### config.mk
export PLATFORM = sky130hd
export DESIGN_NAME = can_bit_timer
export DESIGN_NICKNAME = d
export VERILOG_FILES = /design/src/rtl/cts_pkg.sv /design/src/rtl/cts_counter.sv /design/src/rtl/cts_flags.sv /design/src/rtl/cts_trigger.sv /design/src/rtl/can_bit_timer.sv
export SDC_FILE = /design/constraint.sdc
export NUM_CORES = 1
export LEC_CHECK = 0
export BUFFER_PORTS_ARGS = -buffer_cell sky130_fd_sc_hd__buf_4
export CORE_ASPECT_RATIO = 0.75
export CORE_UTILIZATION = 40
export DETAILED_ROUTE_END_ITERATION = 8
export PLACE_DENSITY = 0.76
export SLEW_MARGIN = 25
export SYNTH_ARGS = -nofsm -noshare
export SYNTH_HDL_FRONTEND = slang
export SYNTH_HIERARCHICAL = 1
export SYNTH_SLANG_ARGS = --single-unit
export TNS_END_PERCENT = 5
### constraint.sdc
create_clock -name clk -period 2.9 [get_ports clk]
set_input_delay 0.58 -clock clk [delete_from_list [all_inputs] [get_ports clk]]
set_output_delay 0.58 -clock clk [all_outputs]
set_load 0.02 [all_outputs]
### src/rtl/cts_pkg.sv
package cts_pkg;
  localparam int unsigned CTS_TW = 16;
  typedef enum logic {CAP_AT_SOF = 1'b0, CAP_AT_EOF = 1'b1} cap_sel_e;
endpackage

### src/rtl/cts_counter.sv
module cts_counter #(
  parameter int unsigned TW = cts_pkg::CTS_TW
) (
  input  logic          clk,
  input  logic          rst_n,
  input  logic          tick,
  input  logic          en,
  input  logic          lp,
  input  logic          sw_rst,
  input  logic          tt_mode,
  input  logic          lastmb_rdy,
  input  logic          freeze,
  output logic [TW-1:0] cnt_q,
  output logic [TW-1:0] cnt_d,
  output logic          adv,
  output logic          ovf_evt
);
  localparam logic [TW-1:0] MAXV = {TW{1'b1}};

  logic halt_q, halt_d;
  logic rdy_q;
  logic mb_rise, clr;

  assign mb_rise = lastmb_rdy & ~rdy_q;
  assign clr     = ~en | lp | sw_rst | (tt_mode & mb_rise);

  always_comb begin
    cnt_d   = cnt_q;
    halt_d  = halt_q;
    adv     = 1'b0;
    ovf_evt = 1'b0;
    if (clr) begin
      cnt_d  = '0;
      halt_d = 1'b0;
    end else if (tick) begin
      if (cnt_q == MAXV) begin
        if (freeze) begin
          if (!halt_q) begin
            ovf_evt = 1'b1;
            halt_d  = 1'b1;
          end
        end else begin
          cnt_d   = '0;
          adv     = 1'b1;
          ovf_evt = 1'b1;
          halt_d  = 1'b0;
        end
      end else begin
        cnt_d = cnt_q + 1'b1;
        adv   = 1'b1;
      end
    end
  end

  always_ff @(posedge clk or negedge rst_n) begin
    if (!rst_n) begin
      cnt_q  <= '0;
      halt_q <= 1'b0;
      rdy_q  <= 1'b0;
    end else begin
      cnt_q  <= cnt_d;
      halt_q <= halt_d;
      rdy_q  <= lastmb_rdy;
    end
  end

  a_r1_step: assert property (@(posedge clk) disable iff (!rst_n)
    (tick && en && !lp && !sw_rst && !(tt_mode && lastmb_rdy && !rdy_q) && cnt_q != MAXV)
    |=> cnt_q == TW'($past(cnt_q) + 1'b1));
  a_r2_idle_zero: assert property (@(posedge clk) disable iff (!rst_n)
    (!en || lp) |=> cnt_q == '0);
  a_r3_swrst_clears: assert property (@(posedge clk) disable iff (!rst_n)
    sw_rst |=> cnt_q == '0);
  a_r6_frozen_holds: assert property (@(posedge clk) disable iff (!rst_n)
    (freeze && cnt_q == MAXV && en && !lp && !sw_rst && !(tt_mode && lastmb_rdy && !rdy_q))
    |=> cnt_q == MAXV);
endmodule

### src/rtl/cts_flags.sv
module cts_flags #(
  parameter int unsigned TW = cts_pkg::CTS_TW
) (
  input  logic          clk,
  input  logic          rst_n,
  input  logic [TW-1:0] cnt_q,
  input  logic          sof,
  input  logic          eof,
  input  logic          cap_eof,
  input  logic          ovf_evt,
  input  logic          status_rd,
  input  logic          ovf_msk,
  input  logic          ts_msk,
  output logic [TW-1:0] stamp_q,
  output logic          ovf_q,
  output logic          ts_q,
  output logic          irq
);
  import cts_pkg::*;

  cap_sel_e      sel;
  logic          cap;
  logic [TW-1:0] stamp_d;
  logic          ovf_d, ts_d;

  assign sel = cap_sel_e'(cap_eof);

  always_comb begin
    unique case (sel)
      CAP_AT_EOF: cap = eof;
      default:    cap = sof;
    endcase
    stamp_d = cap ? cnt_q : stamp_q;
    ovf_d   = ovf_evt | (ovf_q & ~status_rd);
    ts_d    = cap | (ts_q & ~status_rd);
  end

  always_ff @(posedge clk or negedge rst_n) begin
    if (!rst_n) begin
      stamp_q <= '0;
      ovf_q   <= 1'b0;
      ts_q    <= 1'b0;
    end else begin
      stamp_q <= stamp_d;
      ovf_q   <= ovf_d;
      ts_q    <= ts_d;
    end
  end

  assign irq = (ovf_q & ovf_msk) | (ts_q & ts_msk);

  a_r7_capture: assert property (@(posedge clk) disable iff (!rst_n)
    ((cap_eof && eof) || (!cap_eof && sof)) |=> stamp_q == $past(cnt_q) && ts_q);
  a_r5_ovf_sets: assert property (@(posedge clk) disable iff (!rst_n)
    ovf_evt |=> ovf_q);
  a_r8_read_clears: assert property (@(posedge clk) disable iff (!rst_n)
    (status_rd && !ovf_evt) |=> !ovf_q);
endmodule

### src/rtl/cts_trigger.sv
module cts_trigger #(
  parameter int unsigned TW = cts_pkg::CTS_TW
) (
  input  logic          clk,
  input  logic          rst_n,
  input  logic          tt_mode,
  input  logic          adv,
  input  logic [TW-1:0] cnt_d,
  input  logic [TW-1:0] trig_val,
  output logic          hit_q
);
  logic hit_d;

  assign hit_d = tt_mode & adv & (cnt_d == trig_val);

  always_ff @(posedge clk or negedge rst_n) begin
    if (!rst_n) hit_q <= 1'b0;
    else        hit_q <= hit_d;
  end

  a_r10_single_pulse: assert property (@(posedge clk) disable iff (!rst_n)
    hit_q |=> !hit_q);
endmodule

### src/rtl/can_bit_timer.sv
module can_bit_timer #(
  parameter int unsigned TW = cts_pkg::CTS_TW
) (
  input  logic          clk,
  input  logic          rst_n,
  input  logic          bit_tick,
  input  logic          ctrl_en,
  input  logic          lp_mode,
  input  logic          sw_rst,
  input  logic          lastmb_rdy,
  input  logic          sof_pulse,
  input  logic          eof_pulse,
  input  logic          status_rd,
  input  logic          freeze_en,
  input  logic          cap_eof,
  input  logic          tt_mode,
  input  logic          ovf_irq_en,
  input  logic          ts_irq_en,
  input  logic [TW-1:0] trig_value,
  output logic [TW-1:0] timer_val,
  output logic [TW-1:0] stamp_val,
  output logic          ovf_flag,
  output logic          ts_flag,
  output logic          irq,
  output logic          trig_hit
);
  localparam int unsigned SYNC_N = 2;

  logic [SYNC_N-1:0] rst_sync_q;
  logic              rst_int_n;
  logic [TW-1:0]     cnt_q, cnt_d;
  logic              adv, ovf_evt;

  always_ff @(posedge clk or negedge rst_n) begin
    if (!rst_n) rst_sync_q <= '0;
    else        rst_sync_q <= {rst_sync_q[SYNC_N-2:0], 1'b1};
  end
  assign rst_int_n = rst_sync_q[SYNC_N-1];

  cts_counter #(.TW(TW)) u_cnt (
    .clk(clk), .rst_n(rst_int_n), .tick(bit_tick), .en(ctrl_en), .lp(lp_mode),
    .sw_rst(sw_rst), .tt_mode(tt_mode), .lastmb_rdy(lastmb_rdy), .freeze(freeze_en),
    .cnt_q(cnt_q), .cnt_d(cnt_d), .adv(adv), .ovf_evt(ovf_evt)
  );

  cts_flags #(.TW(TW)) u_flg (
    .clk(clk), .rst_n(rst_int_n), .cnt_q(cnt_q), .sof(sof_pulse), .eof(eof_pulse),
    .cap_eof(cap_eof), .ovf_evt(ovf_evt), .status_rd(status_rd),
    .ovf_msk(ovf_irq_en), .ts_msk(ts_irq_en),
    .stamp_q(stamp_val), .ovf_q(ovf_flag), .ts_q(ts_flag), .irq(irq)
  );

  cts_trigger #(.TW(TW)) u_trg (
    .clk(clk), .rst_n(rst_int_n), .tt_mode(tt_mode), .adv(adv), .cnt_d(cnt_d),
    .trig_val(trig_value), .hit_q(trig_hit)
  );

  assign timer_val = cnt_q;

  a_r9_irq_masked: assert property (@(posedge clk) disable iff (!rst_int_n)
    irq |-> ((ovf_flag && ovf_irq_en) || (ts_flag && ts_irq_en)));
  a_r11_reset_quiet: assert property (@(posedge clk)
    !rst_n |-> (timer_val == '0 && !ovf_flag && !ts_flag && !trig_hit));
endmodule

==> flow_summary.html <==
<table>
<tr><th>Metric</th><th>Value</th></tr>
<tr><th colspan="2">Synth</th></tr>
<tr><td>Cell area after technology mapping</td><td>2120 um^2</td></tr>
<tr><td>Synth Warn #</td><td>6</td></tr>
<tr><td>Post-Synth Simple-Gate Area</td><td>17.5%</td></tr>
<tr><td>Post-synth EDFFs</td><td>0</td></tr>
<tr><td>Post-synthesis average cell area</td><td>11.0 um^2</td></tr>
<tr><td>Syn Nets</td><td>224</td></tr>
<tr><td>Synth Area in Adders</td><td>0.590%</td></tr>
<tr><td>Compound-cell area share of the yosys netlist</td><td>13.7%</td></tr>
<tr><td>Share of synthesized area occupied by flip-flops and latches</td><td>46.0%</td></tr>
<tr><td>Post-synth top flop</td><td>dfrtp_1</td></tr>
<tr><td>Main combinational cell family by area after synthesis</td><td>simple AND/OR/NAND/NOR gates</td></tr>
<tr><td>Share of synthesized area spent on multiplexers</td><td>11.2%</td></tr>
<tr><td>Xor and xnor area share after synthesis</td><td>6.61%</td></tr>
<tr><td>Number of library cell types mapped by synthesis</td><td>51</td></tr>
<tr><td>Number of standard cells after synthesis</td><td>192</td></tr>
<tr><td>#FFs+latches synth</td><td>39</td></tr>
<tr><td>Post-synth ARST share</td><td>100%</td></tr>
<tr><th colspan="2">Detailed routing</th></tr>
<tr><td>Max layer used</td><td>met4</td></tr>
<tr><td>Vias after detailed routing</td><td>1925</td></tr>
<tr><td>Vias per Instance</td><td>5.47</td></tr>
<tr><td>First-pass DRT Iterations</td><td>4</td></tr>
<tr><td>DRC violation count after routing</td><td>0</td></tr>
<tr><td>Drt initial violations</td><td>178</td></tr>
<tr><td>Met3 Routed Length</td><td>533 um</td></tr>
<tr><td>WL/cell</td><td>16.2 um</td></tr>
<tr><td>Detail Route Antenna Nets</td><td>0</td></tr>
<tr><td>Detailed-routing wirelength on met1</td><td>2670 um</td></tr>
<tr><td>Detailed-route wire length</td><td>5700 um</td></tr>
<tr><td>Met2 WL post-DR</td><td>2460 um</td></tr>
<tr><th colspan="2">Setup path</th></tr>
<tr><td>Reg2Reg Depth</td><td>10</td></tr>
<tr><td>Critical R2R Launch</td><td>u_cnt/cnt_q[1]</td></tr>
<tr><td>Highest net fanout along the worst path</td><td>6</td></tr>
<tr><td>Data required time at the worst endpoint</td><td>3.09 ns</td></tr>
<tr><td>Critical path launch point type</td><td>register</td></tr>
<tr><td>Reg-to-Reg End</td><td>u_trg/hit_q</td></tr>
<tr><td>Endpoint arrival time on the critical path</td><td>2.88 ns</td></tr>
<tr><td>Slack of the worst reg-to-reg path</td><td>0.21 ns</td></tr>
<tr><td>Critical Path End Type</td><td>register</td></tr>
<tr><td>Path type of the worst setup path</td><td>register to register</td></tr>
<tr><th colspan="2">Clocking</th></tr>
<tr><td>Maximum buffer depth of the clock tree</td><td>2</td></tr>
<tr><td>Number of sinks handled by clock tree synthesis</td><td>39</td></tr>
<tr><td>Cell at the root of the clock tree</td><td>clkbuf_8</td></tr>
<tr><td>Clock Pin Slew Worst Setup and Hold Paths</td><td>0.08 ns</td></tr>
<tr><td>Clock tree from TritonCTS</td><td>yes</td></tr>
<tr><td>Number of H-tree branching levels</td><td>2</td></tr>
<tr><td>TritonCTS buffer count</td><td>5</td></tr>
<tr><td>Clk Latency, worst-skew pair</td><td>0.29 ns</td></tr>
<tr><th colspan="2">Die</th></tr>
<tr><td>DIE HEIGHT</td><td>65.0 um</td></tr>
<tr><td>Standard cell core area</td><td>4980 um^2</td></tr>
<tr><td>Row cnt</td><td>22</td></tr>
<tr><td>Chip Width</td><td>86.1 um</td></tr>
<tr><td>Number of I/O pins</td><td>67</td></tr>
<tr><td>Total Die Area</td><td>5600 um^2</td></tr>
<tr><td>Initial cell density of the core</td><td>42.5%</td></tr>
<tr><th colspan="2">Place</th></tr>
<tr><td>Area post-placement</td><td>2810 um^2</td></tr>
<tr><td>Total of buffers placed on input and output ports</td><td>66</td></tr>
<tr><td>Final RePlAce weighted congestion</td><td>0.933</td></tr>
<tr><td>HPWL reported at the end of detailed placement</td><td>4370 um</td></tr>
<tr><th colspan="2">Global routing</th></tr>
<tr><td>Global route total overflow</td><td>0</td></tr>
<tr><td>Number of antenna violations at the first check in global routing</td><td>0</td></tr>
<tr><td>Pin count of the biggest net entering global routing</td><td>38</td></tr>
<tr><td>First-pass GRT wire length</td><td>9020 um</td></tr>
<tr><td>Global-route usage over all layers</td><td>21.3%</td></tr>
<tr><td>Number of global-route vias before repair</td><td>1847</td></tr>
<tr><th colspan="2">Timing</th></tr>
<tr><td>Achievable frequency</td><td>0.372 GHz</td></tr>
<tr><td>Final critical-path share of the clock period</td><td>92.8%</td></tr>
<tr><td>Total negative slack</td><td>0 ns</td></tr>
<tr><td>Final number of hold-violating endpoints</td><td>0</td></tr>
<tr><td>Worst slew margin relative to its limit</td><td>42.6%</td></tr>
<tr><td>Final setup vio count</td><td>0</td></tr>
<tr><td>Max-slew violation total from the final report</td><td>0</td></tr>
<tr><td>Max Clock Skew</td><td>0.00920 ns</td></tr>
<tr><td>Minimum clock period</td><td>2.69 ns</td></tr>
<tr><td>RSZ-0062 raised after global routing</td><td>no</td></tr>
<tr><td>Slew at the pin with the worst max-slew slack</td><td>0.843 ns</td></tr>
<tr><th colspan="2">Power and ir drop</th></tr>
<tr><td>Switching component of the power</td><td>237 uW</td></tr>
<tr><td>Static power due to leakage</td><td>0.00139 uW</td></tr>
<tr><td>Power Dens Cells</td><td>344 nW/um^2</td></tr>
<tr><td>Worst voltage drop across the vdd grid</td><td>188 uV</td></tr>
<tr><td>Register share of total power</td><td>54.5%</td></tr>
<tr><td>Fraction of power consumed by the clock network</td><td>34.7%</td></tr>
<tr><td>Part of the total power dissipated in combinational logic</td><td>10.8%</td></tr>
<tr><td>Cell-internal power</td><td>771 uW</td></tr>
<tr><td>Net switching fraction of the power</td><td>23.5%</td></tr>
<tr><th colspan="2">Finish</th></tr>
<tr><td>Multi-input gate area</td><td>1090 um^2</td></tr>
<tr><td>Nets</td><td>311</td></tr>
<tr><td>Area growth syn-to-layout</td><td>38.4%</td></tr>
<tr><td>Fraction of layout cells with a size suffix above 1</td><td>44.3%</td></tr>
<tr><td>Register Area</td><td>976 um^2</td></tr>
<tr><td>Count of inserted antenna diode cells</td><td>0</td></tr>
<tr><td>Count of filler cells inserted in the layout</td><td>439</td></tr>
<tr><td>Post-route cell area</td><td>2930 um^2</td></tr>
<tr><th colspan="2">Run</th></tr>
<tr><td>MaxCap Viol Count</td><td>0</td></tr>
<tr><th colspan="2">Run status</th></tr>
<tr><td>Outcome</td><td>complete, no violations</td></tr>
<tr><th colspan="2">Hold path</th></tr>
<tr><td>Worst hold path class</td><td>input pin to async pin</td></tr>
</table>
-- synthesized netlist by cell type, types with 2 or more instances --
library cell  instances  share of area (%)
dfrtp_1              39                 46
xnor2_1              13                5.4
and3_1               10                3.0
nand2_1              10                1.8
mux2_4                9                6.4
nand3_1               9                2.1
nand4_1               9                2.7
o21ai_0               8                1.9
mux2_2                7                3.7
inv_1                 6                1.1
nor3_1                6                1.4
a21oi_1               5                1.2
clkbuf_1              5               0.89
a211oi_1              3                1.1
a31oi_1               3               0.89
a41oi_1               3                1.2
and4_1                3                1.2
o211ai_1              3                1.1
xor2_1                3                1.2
a21o_1                2               0.71
clkbuf_8              2                1.3
nor2_1                2               0.35
o2111ai_1             2               0.83
o221ai_1              2               0.83
or4_1                 2               0.71
-- cell type report --
class	count	area share, %
clock buffers	7	2.60
clock inverters	1	0.171
inverters	6	0.768
multi-input cells	137	37.1
flip-flops and latches	39	33.3
well taps	72	3.07
repair buffers	90	23.0
-- state kept, by name (all words and copies together) (netlist names) --
signal         count
u_cnt/halt_q       1
u_cnt/rdy_q        1
u_cnt/cnt_q       16
u_trg/hit_q        1
u_flg/ts_q         1
rst_sync_q         2
u_flg/ovf_q        1
u_flg/stamp_q     16
-- power groups by stage --
stage	clock network [uW]	logic (uW)	registers [uW]
2_1_floorplan	0	42.0	571
3_3_place_gp	0	108	560
3_5_place_dp	0	109	561
4_1_cts	361	109	550
5_1_grt	387	119	550
6_report	350	108	550
-- layout by cell type (no fill, tap or decap), drive strengths merged, types with 3 or more instances in the layout --
cell,Yosys,layout
dfrtp,39,39
o21ai,8,8
buf,2,90
xor2,3,3
a211oi,3,3
clkbuf,8,7
o211ai,3,3
and4,4,4
inv,6,6
a21oi,5,5
nand3,9,9
a41oi,3,3
and3,10,10
a31oi,3,3
nor3,6,6
mux2,16,16
nand2,10,10
xnor2,13,13
nand4,9,9
-- critical path, cell delays in order, from the launching register on --
cell and delay (ns):
dfrtp_1 0.36, ha_1 0.19, and3_1 0.24, nand4_1 0.27, buf_4 0.25, o211ai_1 0.17, a31oi_1 0.16, xnor2_1 0.18
nand4_1 0.18, or4_1 0.45, nor4_2 0.15
-- cells by family (layout without fill, tap and decap cells) --
logic type	Yosys count	after routing
fa+ha+maj	1	1
flops	39	39
compound gates	40	40
other cells	1	1
mux	17	17
xor+xnor	16	16
buf+inv	16	104
simple gates	62	62
-- what timing repair did --
action / CTS / global route
endpoints found under the setup margin: 0 / 1
hold buffers: 0 / 0
resized for setup: 0 / 6
buffers inserted: 0 / 1
-- per-stage QoR --
| step | power, uW | util (%) | setup WS, ns | std cells | hold slack, ns |
|---|---|---|---|---|---|
| 2_1_floorplan | 613 | - | 0.214 | 192 | 0.284 |
| 3_3_place_gp | 669 | 56.4 | 0.0556 | 343 | 0.307 |
| 3_5_place_dp | 670 | 56.4 | -0.0226 | 343 | 0.303 |
| 4_1_cts | 1020 | 58.0 | 0.0822 | 351 | 0.0486 |
| 5_1_grt | 1060 | 58.9 | 0.0358 | 352 | 0.0404 |
| 6_report | 1010 | 58.9 | 0.210 | 352 | 0.0566 |
-- worst max-delay path by stage --
stage / endpoint / slack, ns / start
after floorplan: u_trg/hit_q / 0.21 / u_cnt/cnt_q[1]
after global placement: u_trg/hit_q / 0.06 / lp_mode
after detailed placement: u_trg/hit_q / -0.02 / lp_mode
after CTS: u_trg/hit_q / 0.08 / u_cnt/cnt_q[1]
after global routing: u_trg/hit_q / 0.04 / u_cnt/cnt_q[0]
final: u_trg/hit_q / 0.21 / u_cnt/cnt_q[1]
-- per-layer routing --
layer | GRT usage [%] | vias up
met1 | 31.6 | 927
li1 | - | 897
met3 | 4.71 | 5
met4 | 5.42 | 0
met2 | 31.3 | 96
met5 | 0 | -
(Power assumes the default switching activity.)
